## src/rtl/prg_xlat_pkg.sv

```systemverilog
// Package: shared types and constants for the PRG address translator.
// Assumes a 16-bit CPU address bus and 16 KB ROM windows.
package prg_xlat_pkg;

    localparam int CPU_AW     = 16;
    localparam int WIN_AW     = 14;
    localparam int RAM_AW     = 13;
    localparam int RAW_BANK_W = 5;
    localparam int MODE_LSB   = 2;

    typedef enum logic [1:0] {
        MODE_PAIR_A  = 2'b00,
        MODE_PAIR_B  = 2'b01,
        MODE_PIN_LOW = 2'b10,
        MODE_PIN_TOP = 2'b11
    } prg_mode_e;

    typedef enum logic [1:0] {
        REGION_NONE,
        REGION_RAM,
        REGION_ROM
    } region_e;

endpackage

```

## src/rtl/prg_region_decode.sv

```systemverilog
// Module: prg_region_decode
// Sorts a CPU address into ROM space (0x8000 and up), the work-RAM
// window (0x6000-0x7FFF) or nothing. Purely combinational.
module prg_region_decode
    import prg_xlat_pkg::*;
(
    input  logic [2:0] addr_top,   // cpu_addr[15:13]
    output region_e    region
);

    // Map the three top address bits to a region
    always_comb begin
        if (addr_top[2]) begin
            region = REGION_ROM;
        end else if (addr_top == 3'b011) begin
            region = REGION_RAM;
        end else begin
            region = REGION_NONE;
        end
    end

endmodule

```

## src/rtl/prg_bank_select.sv

```systemverilog
// Module: prg_bank_select
// Picks the raw 5-bit bank number for a ROM access from the window mode,
// address bit 14, the bank value and the outer-bank bit.
// Assumes the caller only uses the result for ROM-space addresses.
module prg_bank_select
    import prg_xlat_pkg::*;
(
    input  prg_mode_e               mode,
    input  logic                    upper_win,
    input  logic [3:0]              bank_sel,
    input  logic                    outer,
    output logic [RAW_BANK_W-1:0]   raw_bank
);

    // Pinned bank numbers within the selected outer half
    logic [3:0] first_bank;
    logic [3:0] last_bank;

    assign first_bank = 4'h0;
    assign last_bank  = 4'hF;

    // Choose the inner bank for each window per mode
    always_comb begin
        unique case (mode)
            MODE_PAIR_A, MODE_PAIR_B:
                raw_bank = {outer, bank_sel[3:1], upper_win};
            MODE_PIN_LOW:
                raw_bank = upper_win ? {outer, bank_sel} : {outer, first_bank};
            MODE_PIN_TOP:
                raw_bank = upper_win ? {outer, last_bank} : {outer, bank_sel};
            default:
                raw_bank = '0;
        endcase
    end

endmodule

```

## src/rtl/prg_bank_wrap.sv

```systemverilog
// Module: prg_bank_wrap
// Reduces a raw bank number modulo NUM_BANKS. Assumes NUM_BANKS is a
// power of two from 2 to 32; high bits are dropped and zero-filled.
module prg_bank_wrap
    import prg_xlat_pkg::*;
#(
    parameter int NUM_BANKS = 32
) (
    input  logic [RAW_BANK_W-1:0] raw_bank,
    output logic [RAW_BANK_W-1:0] bank
);

    localparam int BANK_W = $clog2(NUM_BANKS);

    generate
        if (BANK_W >= RAW_BANK_W) begin : g_full
            // Image fills every bank number: pass through
            assign bank = raw_bank;
        end else begin : g_masked
            // Smaller image: keep the low bits only
            logic [RAW_BANK_W-BANK_W-1:0] drop_unused;
            assign drop_unused = raw_bank[RAW_BANK_W-1:BANK_W];
            assign bank = {{(RAW_BANK_W-BANK_W){1'b0}}, raw_bank[BANK_W-1:0]};
        end
    endgenerate

endmodule

```

## src/rtl/prg_addr_xlat.sv

```systemverilog
// Module: prg_addr_xlat (top)
// Turns a CPU address into a registered ROM address/select or work-RAM
// address/select, using the committed control and bank values.
// Assumes the control, bank and outer-bank inputs are already committed
// by an external loader and are stable at each rising edge.
module prg_addr_xlat
    import prg_xlat_pkg::*;
#(
    parameter int NUM_BANKS = 32
) (
    input  logic                               clk,
    input  logic                               rst_n,
    input  logic [CPU_AW-1:0]                  cpu_addr,
    input  logic [4:0]                         ctrl,
    input  logic [4:0]                         prg,
    input  logic                               outer_bank,
    output logic                               rom_sel,
    output logic [WIN_AW+RAW_BANK_W-1:0]       rom_addr,
    output logic                               ram_sel,
    output logic [RAM_AW-1:0]                  ram_addr
);

    localparam int ROM_AW = WIN_AW + RAW_BANK_W;

    region_e                 region;
    prg_mode_e               mode;
    logic [RAW_BANK_W-1:0]   raw_bank;
    logic [RAW_BANK_W-1:0]   bank;
    logic                    rom_hit;
    logic                    ram_hit;
    logic [ROM_AW-1:0]       rom_addr_d;
    logic [RAM_AW-1:0]       ram_addr_d;
    logic                    ctrl_unused;

    assign mode        = prg_mode_e'(ctrl[MODE_LSB+1:MODE_LSB]);
    assign ctrl_unused = ^{ctrl[4], ctrl[1:0]};

    prg_region_decode u_region (
        .addr_top (cpu_addr[CPU_AW-1:CPU_AW-3]),
        .region   (region)
    );

    prg_bank_select u_select (
        .mode      (mode),
        .upper_win (cpu_addr[WIN_AW]),
        .bank_sel  (prg[3:0]),
        .outer     (outer_bank),
        .raw_bank  (raw_bank)
    );

    prg_bank_wrap #(
        .NUM_BANKS (NUM_BANKS)
    ) u_wrap (
        .raw_bank (raw_bank),
        .bank     (bank)
    );

    // Form next-cycle selects and zero the address of an idle target
    always_comb begin
        rom_hit    = (region == REGION_ROM);
        ram_hit    = (region == REGION_RAM) && !prg[4];
        rom_addr_d = rom_hit ? {bank, cpu_addr[WIN_AW-1:0]} : '0;
        ram_addr_d = ram_hit ? cpu_addr[RAM_AW-1:0] : '0;
    end

    // Register all outputs; synchronous active-low reset clears them
    always_ff @(posedge clk) begin
        if (!rst_n) begin
            rom_sel  <= 1'b0;
            rom_addr <= '0;
            ram_sel  <= 1'b0;
            ram_addr <= '0;
        end else begin
            rom_sel  <= rom_hit;
            rom_addr <= rom_addr_d;
            ram_sel  <= ram_hit;
            ram_addr <= ram_addr_d;
        end
    end

endmodule

```

## config.mk

```make
export PLATFORM = sky130hd
export DESIGN_NAME = prg_addr_xlat
export DESIGN_NICKNAME = d
export VERILOG_FILES = /design/src/rtl/prg_xlat_pkg.sv /design/src/rtl/prg_region_decode.sv /design/src/rtl/prg_bank_select.sv /design/src/rtl/prg_bank_wrap.sv /design/src/rtl/prg_addr_xlat.sv
export SDC_FILE = /design/constraint.sdc
export NUM_CORES = 1
export LEC_CHECK = 0
export ABC_CLOCK_PERIOD_IN_PS = 2400
export BUFFER_PORTS_ARGS = -buffer_cell sky130_fd_sc_hd__clkbuf_2
export CORE_ASPECT_RATIO = 0.75
export CORE_MARGIN = 8
export CORE_UTILIZATION = 35
export CTS_BUF_LIST = sky130_fd_sc_hd__clkbuf_4
export DETAILED_ROUTE_END_ITERATION = 16
export HOLD_SLACK_MARGIN = 0.05
export PLACE_DENSITY = 0.74
export SETUP_SLACK_MARGIN = 0.15
export SYNTH_ARGS = -nofsm -noshare
export SYNTH_HDL_FRONTEND = slang
export SYNTH_SLANG_ARGS = --single-unit
```

## constraint.sdc

```tcl
create_clock -name clk -period 2.4 [get_ports clk]
set_input_delay 0.48 -clock clk [delete_from_list [all_inputs] [get_ports clk]]
set_output_delay 0.48 -clock clk [all_outputs]
set_load 0.1 [all_outputs]
```

==> impl_summary.md, run 1 <==
Synth
The cell with the most instances after synthesis is sky130_fd_sc_hd__dfxtp_1. A synthesized cell averages 12.5 um^2. The library cell occupying the most area in the post-synthesis netlist is sky130_fd_sc_hd__dfxtp_1. Ranked by total cell area, the synthesized netlist is headed by sky130_fd_sc_hd__dfxtp_1, sky130_fd_sc_hd__nor3b_2, sky130_fd_sc_hd__and3_1, sky130_fd_sc_hd__and3_2, sky130_fd_sc_hd__o32ai_1. The share of flip-flops with an asynchronous set or reset after synthesis is 0%. Yosys mapped a number of flops with a built-in enable equal to 0. Counting flops and latches in the post-synthesis netlist gives 34. The Yosys warning count is 0. Sorting the synthesized cells by how often they occur yields sky130_fd_sc_hd__dfxtp_1, sky130_fd_sc_hd__and3_1, sky130_fd_sc_hd__nor3b_2. The number of distinct library cells after synthesis is 17. The post-synthesis instance area is 0.00108 mm^2. The gate count after technology mapping is 87. Sequential elements use 62.8% of the synthesized area.

The share of synthesized area in the top cell type comes to 62.8%. When the netlist entered floorplanning its net count stood at 116. The flip-flop cell with the highest count after synthesis is sky130_fd_sc_hd__dfxtp_1.

Timing
The total negative slack for setup checks is 0 ns. Setup repair after global routing left no endpoint under its margin. Final hold analysis gives a worst-case slack of between 0.3 and 0.4 ns. At the pin with the least slew margin, the transition time is 0.555 ns.

The hold violation total from the final report was 0. The maximum clock rate is 0.616 GHz. In the finished design, the share of the clock period the worst path needs comes to 67.6%.

The total of endpoints with negative setup slack in the final report is 0. The routed design could run at a clock period as short as 1.62 ns. Headroom to the max-slew limit came out at 63.2%. The max-slew violation count is 0.

Clocking
The number of gates resized after CTS was 0. TritonCTS built the clock tree. The clock tree synthesis step divided the H-tree into 2 levels. The number of buffers added to fix hold violations after cts is 0. Counting every sink on the clock net gives 34. The maximum buffer depth of the clock tree is 2. Clock tree synthesis inserted a total of 5 buffers. Post-CTS timing repair inserted 0 buffers for setup. The post-CTS clock slew at the launch and capture registers of the worst setup and hold paths is 0.10 ns. The cell chosen for the clock root is sky130_fd_sc_hd__clkbuf_4.

Finish
The antenna diode instance count is 0. The multi-input combinational cells in the finished layout cover a total of around 350 um^2. Counting the fill cells in the layout gives 291.

The register cell area after layout is 681 um^2. The number of nets in the layout is between 150 and 200. The final core area utilization is 49.8%. The ratio of cells with drive above 1 in the final layout is 55.7%. The area growth from synthesis to layout is 35.9%.

GRT
Summed over all layers, the global routing overflow is 0. The wire length of the first global-routing pass is 4640 um. The number of antenna violations at the first check in global routing is 0. Entering global routing, the biggest net connects 20 pins. The global-route total usage across every layer is 11.8%. The number of global-route vias before repair came to 1017.

Die
The die is between 80 and 90 um wide. The floorplan step defined a die boundary enclosing 0.00515 mm^2. The initial utilization of the core area, before any placement, comes to a little over a third. The placeable core region is 0.00296 mm^2. The boundary pin count is 63.

The floorplan step set the die height to between 60 and 70 um. The number of placement rows is 17.

Worst hold path
The worst hold path begins at outer_bank. The class of the worst hold path is in -> reg.

Placed design
The detailed-placement wirelength estimate is 2200 um. Port buffering added 59 buffers. At the end of routability-driven placement, the weighted congestion stood at 0.692.

Routing
Dividing the detail-routed wire length by the instance count gives 15.2 um. The starting DRC count in detailed routing is 39. The length of the first detailed-routing pass in iterations is 4. The detail route stage leaves a number of antenna-violating nets equal to 0. The via count is 864. The vias per cell is between 4 and 5. The post-detailed-routing wire length is 2850 um.

For this run, design rule violations remaining after detail routing come to 0.

Setup path
STA puts the critical path data arrival time at 1.14 ns. In this design, the largest share of critical-path delay is due to buffers and inverters. The total buffers and inverters traversed by the critical path is 1. The critical path in this run is classified as reg -> out. The critical path starts at rom_addr[6].

The critical path goes through clkbuf_2. Among all stages on the critical path, the largest delay is contributed by sky130_fd_sc_hd__clkbuf_2. The worst setup path is captured at an output port. The required time at the worst-slack endpoint is 1.92 ns. The delay of the slowest cell on the worst path is 0.46 ns. The critical-path maximum fanout is 1. The nature of the critical path startpoint is a register.

Pwr
Summing internal, switching and leakage power gives 1.21 mW. Of the total power, the share spent switching nets is 30.3%. In this run, the combinational gates consume 17.8% of the power. VDD sags by at most about 0.00042 V. The power per cell area is 819 mW/mm^2. The internal cell power is between 0.8 and 0.9 mW.

For this design the static power due to leakage is 0.753 nW. The sequential fraction of design power is about half. In this run, the clock network consumes around a third of the power. The analysis attributes to net switching a power of 0.366 mW.

Run
The count of max-cap constraint violations is 0.

Outcome
The run finished with clean final reports.
-- registers in the layout (all words and copies together), names as in the netlist --
register,count
rom_addr,19
rom_sel,1
ram_sel,1
ram_addr,13
-- cell usage in the layout, fill, tap and decap left out --
cell type / Yosys / final
sky130_fd_sc_hd__clkbuf_2: 0 / 59
sky130_fd_sc_hd__dfxtp_1: 34 / 34
sky130_fd_sc_hd__and3_1: 9 / 9
sky130_fd_sc_hd__nor3b_2: 9 / 9
sky130_fd_sc_hd__and3_2: 6 / 6
sky130_fd_sc_hd__inv_1: 5 / 5
sky130_fd_sc_hd__clkbuf_4: 0 / 5
sky130_fd_sc_hd__nor3b_1: 4 / 4
sky130_fd_sc_hd__a21oi_1: 4 / 4
sky130_fd_sc_hd__o32ai_1: 4 / 4
sky130_fd_sc_hd__nor2b_1: 2 / 2
sky130_fd_sc_hd__nand3_1: 2 / 2
sky130_fd_sc_hd__clkinv_2: 0 / 2
sky130_fd_sc_hd__nand4b_4: 1 / 1
sky130_fd_sc_hd__nand2_1: 1 / 1
sky130_fd_sc_hd__nor2_1: 1 / 1
sky130_fd_sc_hd__bufinv_16: 0 / 1
-- metrics by stage --
step	worst slack (ns)	instance area [um^2]	cells
floorplan	1.01	1080	87
global placement	0.910	1400	179
detailed placement	0.853	1400	179
CTS	0.755	1470	187
global route	0.708	1470	187
finish	0.777	1470	187
-- power groups by stage --
| stage | logic [mW] | clock network, mW | registers (mW) |
|---|---|---|---|
| 2_1_floorplan | 0.0358 | 0 | 0.728 |
| 3_3_place_gp | 0.213 | 0 | 0.599 |
| 3_5_place_dp | 0.216 | 0 | 0.600 |
| 4_1_cts | 0.216 | 0.418 | 0.587 |
| 5_1_grt | 0.225 | 0.448 | 0.589 |
| 6_report | 0.214 | 0.405 | 0.587 |
-- path summary, 6_finish.rpt --
check                      end  slack (ns)  cells after the start
setup / recovery   rom_addr[6]        0.78                      1
hold / removal    rom_addr[18]        0.38                      2
-- kinds of logic (layout without fill, tap and decap cells) --
logic type             after synthesis  count (layout)  share of synthesized area, %
buffers and inverters               10              72                          4.62
AOI/OAI and AO/OA                    8               8                          5.08
and+or+nand+nor                     35              35                          27.5
DFF                                 34              34                          62.8
-- layout make-up --
type                            count  area share, %
Sequential cell                    34           46.2
Multi-Input combinational cell     43           24.0
Timing Repair Buffer               59           20.1
Tap cell                           38           3.23
Clock inverter                      3           2.72
Clock buffer                        5           2.55
Inverter                            5           1.27
-- metal layers --
layer  up-vias  part of all wire, %  global-route usage (%)
met4         0                  2.0                    6.79
met2        41                   46                    19.0
met5         -                    0                       0
met3         8                   15                    8.66
met1       389                   37                    10.6
li1        426                    -                       -
No activity file was read; power rests on OpenSTA's default activity.
==> run 2: changes to the inputs <==
ABC_CLOCK_PERIOD_IN_PS = 1460   (was 2400)
PLACE_DENSITY = 0.77   (was 0.74)
clock period = 1.46 ns   (was 2.4 ns; I/O delays follow)
==> impl_summary.md, run 2 (synthesis gave the netlist of run 1 again) <==
Outcome
The run finished with clean final reports.

Setup path
The total buffers and inverters traversed by the critical path is 1. Walking the worst path, the cells encountered are clkbuf_4. The kind of cell with the highest combined delay on the critical path is flip-flops. The required time at the worst-slack endpoint is around 1.2 ns. The critical-path maximum fanout is 1. The delay of the slowest cell on the worst path is 0.33 ns. The kind of end point of the critical path is an output port. The nature of the critical path startpoint is a register. The path type of the worst setup path is reg -> out. For the worst setup path, the data arrival time is 0.97 ns. For this design, the slowest cell found on the critical path is sky130_fd_sc_hd__dfxtp_1.

Routing
The vias per cell is 4.75. The first routing iteration left 27 violations. The via count is 893. Once detail routing completed, the nets flagged for antenna violations numbered 0. Summed over all layers, the routed wires come to 2900 um.

The routed wirelength normalized by instance count is 15.4 um. The number of DRC violations after detailed routing is 0. The first TritonRoute pass finished after 4 iterations.

Clocking
The longest clock path from root to sink contains 2 buffers. The number of buffers added to fix hold violations after cts is 0. The number of levels the H-tree was split into is 2. TritonCTS built the clock tree.

The cell sitting at the root of the clock tree is a sky130_fd_sc_hd__clkbuf_4. The post-CTS clock slew at the launch and capture registers of the worst setup and hold paths is 0.09 ns. The number of sinks on the clock net is 34. The number of buffers created by CTS is 5.

GRT
The wire length of the first global-routing pass is 4600 um. The number of global-route vias before repair is 967. For this run, the total global-route usage over all layers was measured as 11.6%. The number of antenna violations at the first check in global routing came to 0.

Entering global routing, the biggest net connects 19 pins. After global routing the overflow that remains totals 0.

Timing
The least setup slack across all paths after layout is between 0.15 and 0.2 ns. Final hold analysis gives a worst-case slack of 0.221 ns. The hold violation total from the final report is 0. For the finished layout, the period the worst path requires is 1.26 ns. The total negative slack for setup checks is 0 ns. The max-slew violation count is 0. Setup repair after global routing left no endpoint under its margin. The ratio of final minimum period to clock period is between 80 and 90%. For the pin with the worst max-slew slack, the measured transition is about 0.43 ns. Setup violations remaining at the end of the flow were counted as 0.

Based on the critical path, the design can be clocked at up to 0.791 GHz. The worst pin sits at a relative slew slack of a little under three quarters.

Finish
The ratio of cells with drive above 1 in the final layout is between 50% and 60%. 0 antenna diodes ended up in the layout. The number of non-filler instances in the completed layout is 188. The register ranked first by flip-flop count is rom_addr. The largest registers in the layout are rom_addr (19), ram_addr (13). The most common cell after layout, fill and taps aside is sky130_fd_sc_hd__dfxtp_1. Counting the fill cells in the layout gives ~260. The number of nets in the layout is 179. The final core area utilization is 52.2%. The register with the most flip-flops in the layout has 19 of them.

The register cell area after layout is 681 um^2. In the final layout, the multi-input gates occupy approximately 350 um^2. The layout overhead on the synthesized area is 42.4%. Leaving out fill and tap cells, the most frequent cells in the layout are sky130_fd_sc_hd__dfxtp_1, sky130_fd_sc_hd__clkbuf_4, sky130_fd_sc_hd__clkbuf_2.

Die
The floorplan step defined a core boundary enclosing 0.00296 mm^2. The number of placement rows is 17. The initial core utilization is 36.6%. In this run the vertical extent of the chip is 64.2 um. The floorplan step set the die width to about 80 um. The boundary pin count is 63. The area of the die is 0.00515 mm^2.

Pwr
The fraction of power consumed by the clock network is roughly a quarter. Summed over all nets, the switching power comes to 0.572 mW. Net switching is 32.0% of the power.

The portion of total power attributed to combinational logic is 20.9%. In this run the power density over the cells is 1160 mW/mm^2. The analysis attributes to cell leakage a power of between 0.7 and 0.8 nW. Per report_power, the sequential group accounts for 53.8% of the total. The internal cell power is 1.22 mW. IR analysis of the VDD net gives a maximum drop of 0.000529 V.

Placed design
Detailed placement ended at an HPWL of about 2300 um. The congestion estimate from routability-driven global placement came to between 0.6 and 0.7. Prior to clock tree synthesis, the placed netlist has a worst setup slack of 0.189 ns.

The number of cells after detailed placement is 181. During placement, the flow inserted port buffers numbering 59.

Worst hold path
In this run the worst hold path is classified as in -> reg.

Run
Max-cap violations in this run came to 0.
run 2: changes by cell type in the layout (fill, tap and decap cells not counted), sizes merged:
cell	change
bufinv	-1
clkbuf	-8
buf	+10
run 2: timing repair:
action / CTS / global route
gates resized for setup: 30 / 4
endpoints found under the hold margin: 0 / 0
setup buffers: 0 / 0
setup endpoints to repair: 30 / 4
run 2: per-stage QoR:
stage	cell area (um^2)	power, mW
floorplan	1080	1.26
global placement	1420	1.34
detailed placement	1420	1.35
CTS	1540	1.82
global route	1540	1.87
finish	1540	1.79
run 2: layout make-up:
| type | instances | share of cell area (%) |
|---|---|---|
| Multi-Input combinational cell | 43 | 22.9 |
| Clock buffer | 5 | 2.43 |
| Clock inverter | 2 | 0.649 |
| Inverter | 5 | 1.22 |
| Timing Repair Buffer | 61 | 25.6 |
| Tap cell | 38 | 3.08 |
| Sequential cell | 34 | 44.1 |
run 2: path summary, 6_finish.rpt:
| check | startpoint | to | slack [ns] | cells past startpoint |
|---|---|---|---|---|
| worst max-delay path | rom_sel | rom_sel | 0.20 | 1 |
| worst min-delay path | cpu_addr[2] | ram_addr[2] | 0.22 | 2 |
run 2: power groups by stage:
stage | logic [mW] | registers [mW] | clock network, mW
2_1_floorplan | 0.0589 | 1.20 | 0
3_3_place_gp | 0.357 | 0.984 | 0
3_5_place_dp | 0.363 | 0.985 | 0
4_1_cts | 0.376 | 0.964 | 0.477
5_1_grt | 0.389 | 0.966 | 0.513
6_report | 0.374 | 0.963 | 0.452
run 2: per-layer routing:
metal  up-vias  wire length, um  GRT usage [%]
met3         4              364           8.10
li1        428                -              -
met1       423             1150           11.5
met4         0               30           6.11
met2        38             1360           18.0
met5         -                0              0
==> run 3: changes to the inputs <==
ABC_CLOCK_PERIOD_IN_PS = 1400   (was 1460)
PLACE_DENSITY = 0.74   (was 0.77)
RECOVER_POWER = 25   (was not set)
clock period = 1.4 ns   (was 1.46 ns; I/O delays follow)
==> impl_summary.md, run 3 (synthesis gave the netlist of run 1 again) <==
Finish
Fill cells in the final layout number 279. Leaving out fill and tap cells, the most frequent cell in the layout is sky130_fd_sc_hd__dfxtp_1. The register with the most flip-flops in the layout has 19 of them. The cell area after layout is between 0.0015 and 0.002 mm^2. The largest registers in the layout are rom_addr (19), ram_addr (13). The antenna diode instance count is 0. The number of non-filler instances in the completed layout is 188. The register ranked first by flip-flop count is rom_addr. Cells with a size suffix above 1 make up between 50% and 60% of the layout. The layout overhead on the synthesized area is 49.9%. Leaving out fill and tap cells, the most frequent cells in the layout are sky130_fd_sc_hd__dfxtp_1, sky130_fd_sc_hd__clkbuf_2, sky130_fd_sc_hd__buf_6. The number of nets in the layout is around 180.

Setup path
The largest single stage delay on the critical path is around 0.33 ns. The endpoint arrival time on the critical path is 0.94 ns. The signal on the critical path passes through buf_4. Tracing the worst setup path back leads to its startpoint at rom_addr[15]. The last element of the critical path is rom_addr[15]. The critical-path maximum fanout is 1. The number of logic stages on the critical path including buffering is 1. The slowest stage of the critical path belongs to the cell sky130_fd_sc_hd__dfxtp_1.

The number of buffers and inverters on the critical path is 1. For the worst setup path, the data required time is ~1.1 ns. The kind of cell with the highest combined delay along the critical path is flip-flops.

STA classifies the critical path startpoint as a register. The critical path is of the reg -> out type. The kind of end point of the critical path is an output port.

Routing
The starting DRC count in detailed routing is 22. The length of the first detailed-routing pass in iterations is 4. The number of DRC violations after detailed routing is 0. The number of routed nets with antenna violations is 0.

The post-detailed-routing wire length is ~3000 um. The via count is 889. After detailed routing, the average wire length per cell comes to ~16 um. After detailed routing, the number of vias per cell comes to 4.73.

Timing
The least setup slack across all paths after layout is 0.181 ns. The max-slew violation count is 0. Setup repair after global routing left no endpoint under its margin. The hold violation total from the final report is 0.

The worst hold slack across all endpoints is between 0.2 and 0.25 ns. The maximum clock rate is roughly 0.82 GHz. The total of endpoints with negative setup slack in the final report is 0. For the finished layout, the period the worst path requires is 1.22 ns. For the pin with the worst max-slew slack, the measured transition is 0.574 ns. For the final routed database, the setup TNS stands at 0 ns. The ratio of final minimum period to clock period is 87.1%. The worst relative slew slack is 61.7%.

Pwr
In this run the power density over the cells is 1190 mW/mm^2. IR analysis of the VDD net gives a maximum drop of 0.000719 V. The leakage power figure is 0.781 nW.

Placed design
The number of placed instances, taps included, is between 150 and 200. Detailed placement finished with a half-perimeter wire length of 2260 um. The placed instances occupy a cell area of 0.00150 mm^2. Routability-driven placement finished with a final weighted congestion of about 0.70. The port buffer count is 59.

Before CTS, the worst setup slack after placement is 0.210 ns.

Clocking
The cell chosen for the clock root is sky130_fd_sc_hd__clkbuf_4. The number of levels the H-tree was split into is 2. Clock-pin slew was measured on the worst setup and hold paths at 0.10 ns. The number of buffers added to fix hold violations after cts is 0. CTS saw 34 sinks. The number of clock buffers added by TritonCTS is 5. TritonCTS built the clock tree. In this run the deepest clock path goes through 2 buffers.

Die
The width of the chip is around 80 um. The overall die height is between 60 and 70 um. The number of placement rows is 17.

The area of the die is 0.00515 mm^2. During I/O placement, the number of pins put on the boundary was 63. Once the floorplan was initialized, standard cells occupied 36.6% of the core.

In this run the standard cell core region covers ~0.003 mm^2.

GRT
The number of antenna violations at the first check in global routing is 0. The global-route total usage across every layer is 11.7%. Entering global routing, the biggest net connects 16 pins. The first global-routing pass estimated 4610 um of wire.

The number of global-route vias before repair is about 950. The total overflow left after global routing is 0.

Run
The count of max-cap constraint violations is 0.

Outcome
The flow ran to the end, and the final reports show no timing, DRC or antenna violations.

Worst hold path
The class of the worst hold path is in -> reg.
-- run 3: cell types whose count changed in the layout (fill, tap and decap cells not counted), sizes merged --
cell    before  now
clkbuf      56   34
clkinv       2    0
buf         10   34
-- run 3: metal layers --
metal	vias up	wire (um)	track usage (%)
met4	0	55	6.11
met1	414	1130	11.6
met2	41	1360	18.4
met5	-	0	0
li1	426	-	-
met3	8	387	7.68
-- run 3: power breakdown --
group / internal, mW / switching, mW / total (mW)
Sequential: 0.997 / 0.0127 / 1.01
Clock: 0.228 / 0.290 / 0.518
Combinational: 0.107 / 0.297 / 0.404
-- run 3: final cells by class --
type	instances	area, um^2	area share (%)
Tap cell	38	47.5	2.93
Sequential cell	34	681	41.9
Timing Repair Buffer	61	472	29.0
Inverter	5	18.8	1.16
Multi-Input combinational cell	43	353	21.7
Clock buffer	7	52.6	3.24
-- run 3: per-stage QoR --
stage                     util, %  power, mW
after global routing         54.9       2.02
after detailed placement     50.6       1.42
after global placement       50.6       1.41
after floorplan                 -       1.31
after CTS                    52.7       1.94
final                        54.9       1.93
-- run 3: timing repair --
| item | in CTS | in global routing |
|---|---|---|
| gates resized for setup | 3 | 20 |
| setup buffers | 0 | 0 |
| endpoints found under the setup margin | 3 | 20 |
-- run 3: worst min path at each step --
| stage | from | end | slack (ns) | depth (start not counted) |
|---|---|---|---|---|
| global placement | outer_bank | rom_addr[18] | 0.52 | 2 |
| CTS | outer_bank | rom_addr[18] | 0.18 | 2 |
| global route | cpu_addr[12] | ram_addr[12] | 0.18 | 2 |
| floorplan | prg[4] | ram_addr[0] | 0.36 | 1 |
| finish | outer_bank | rom_addr[18] | 0.20 | 2 |
| detailed placement | outer_bank | rom_addr[18] | 0.53 | 2 |
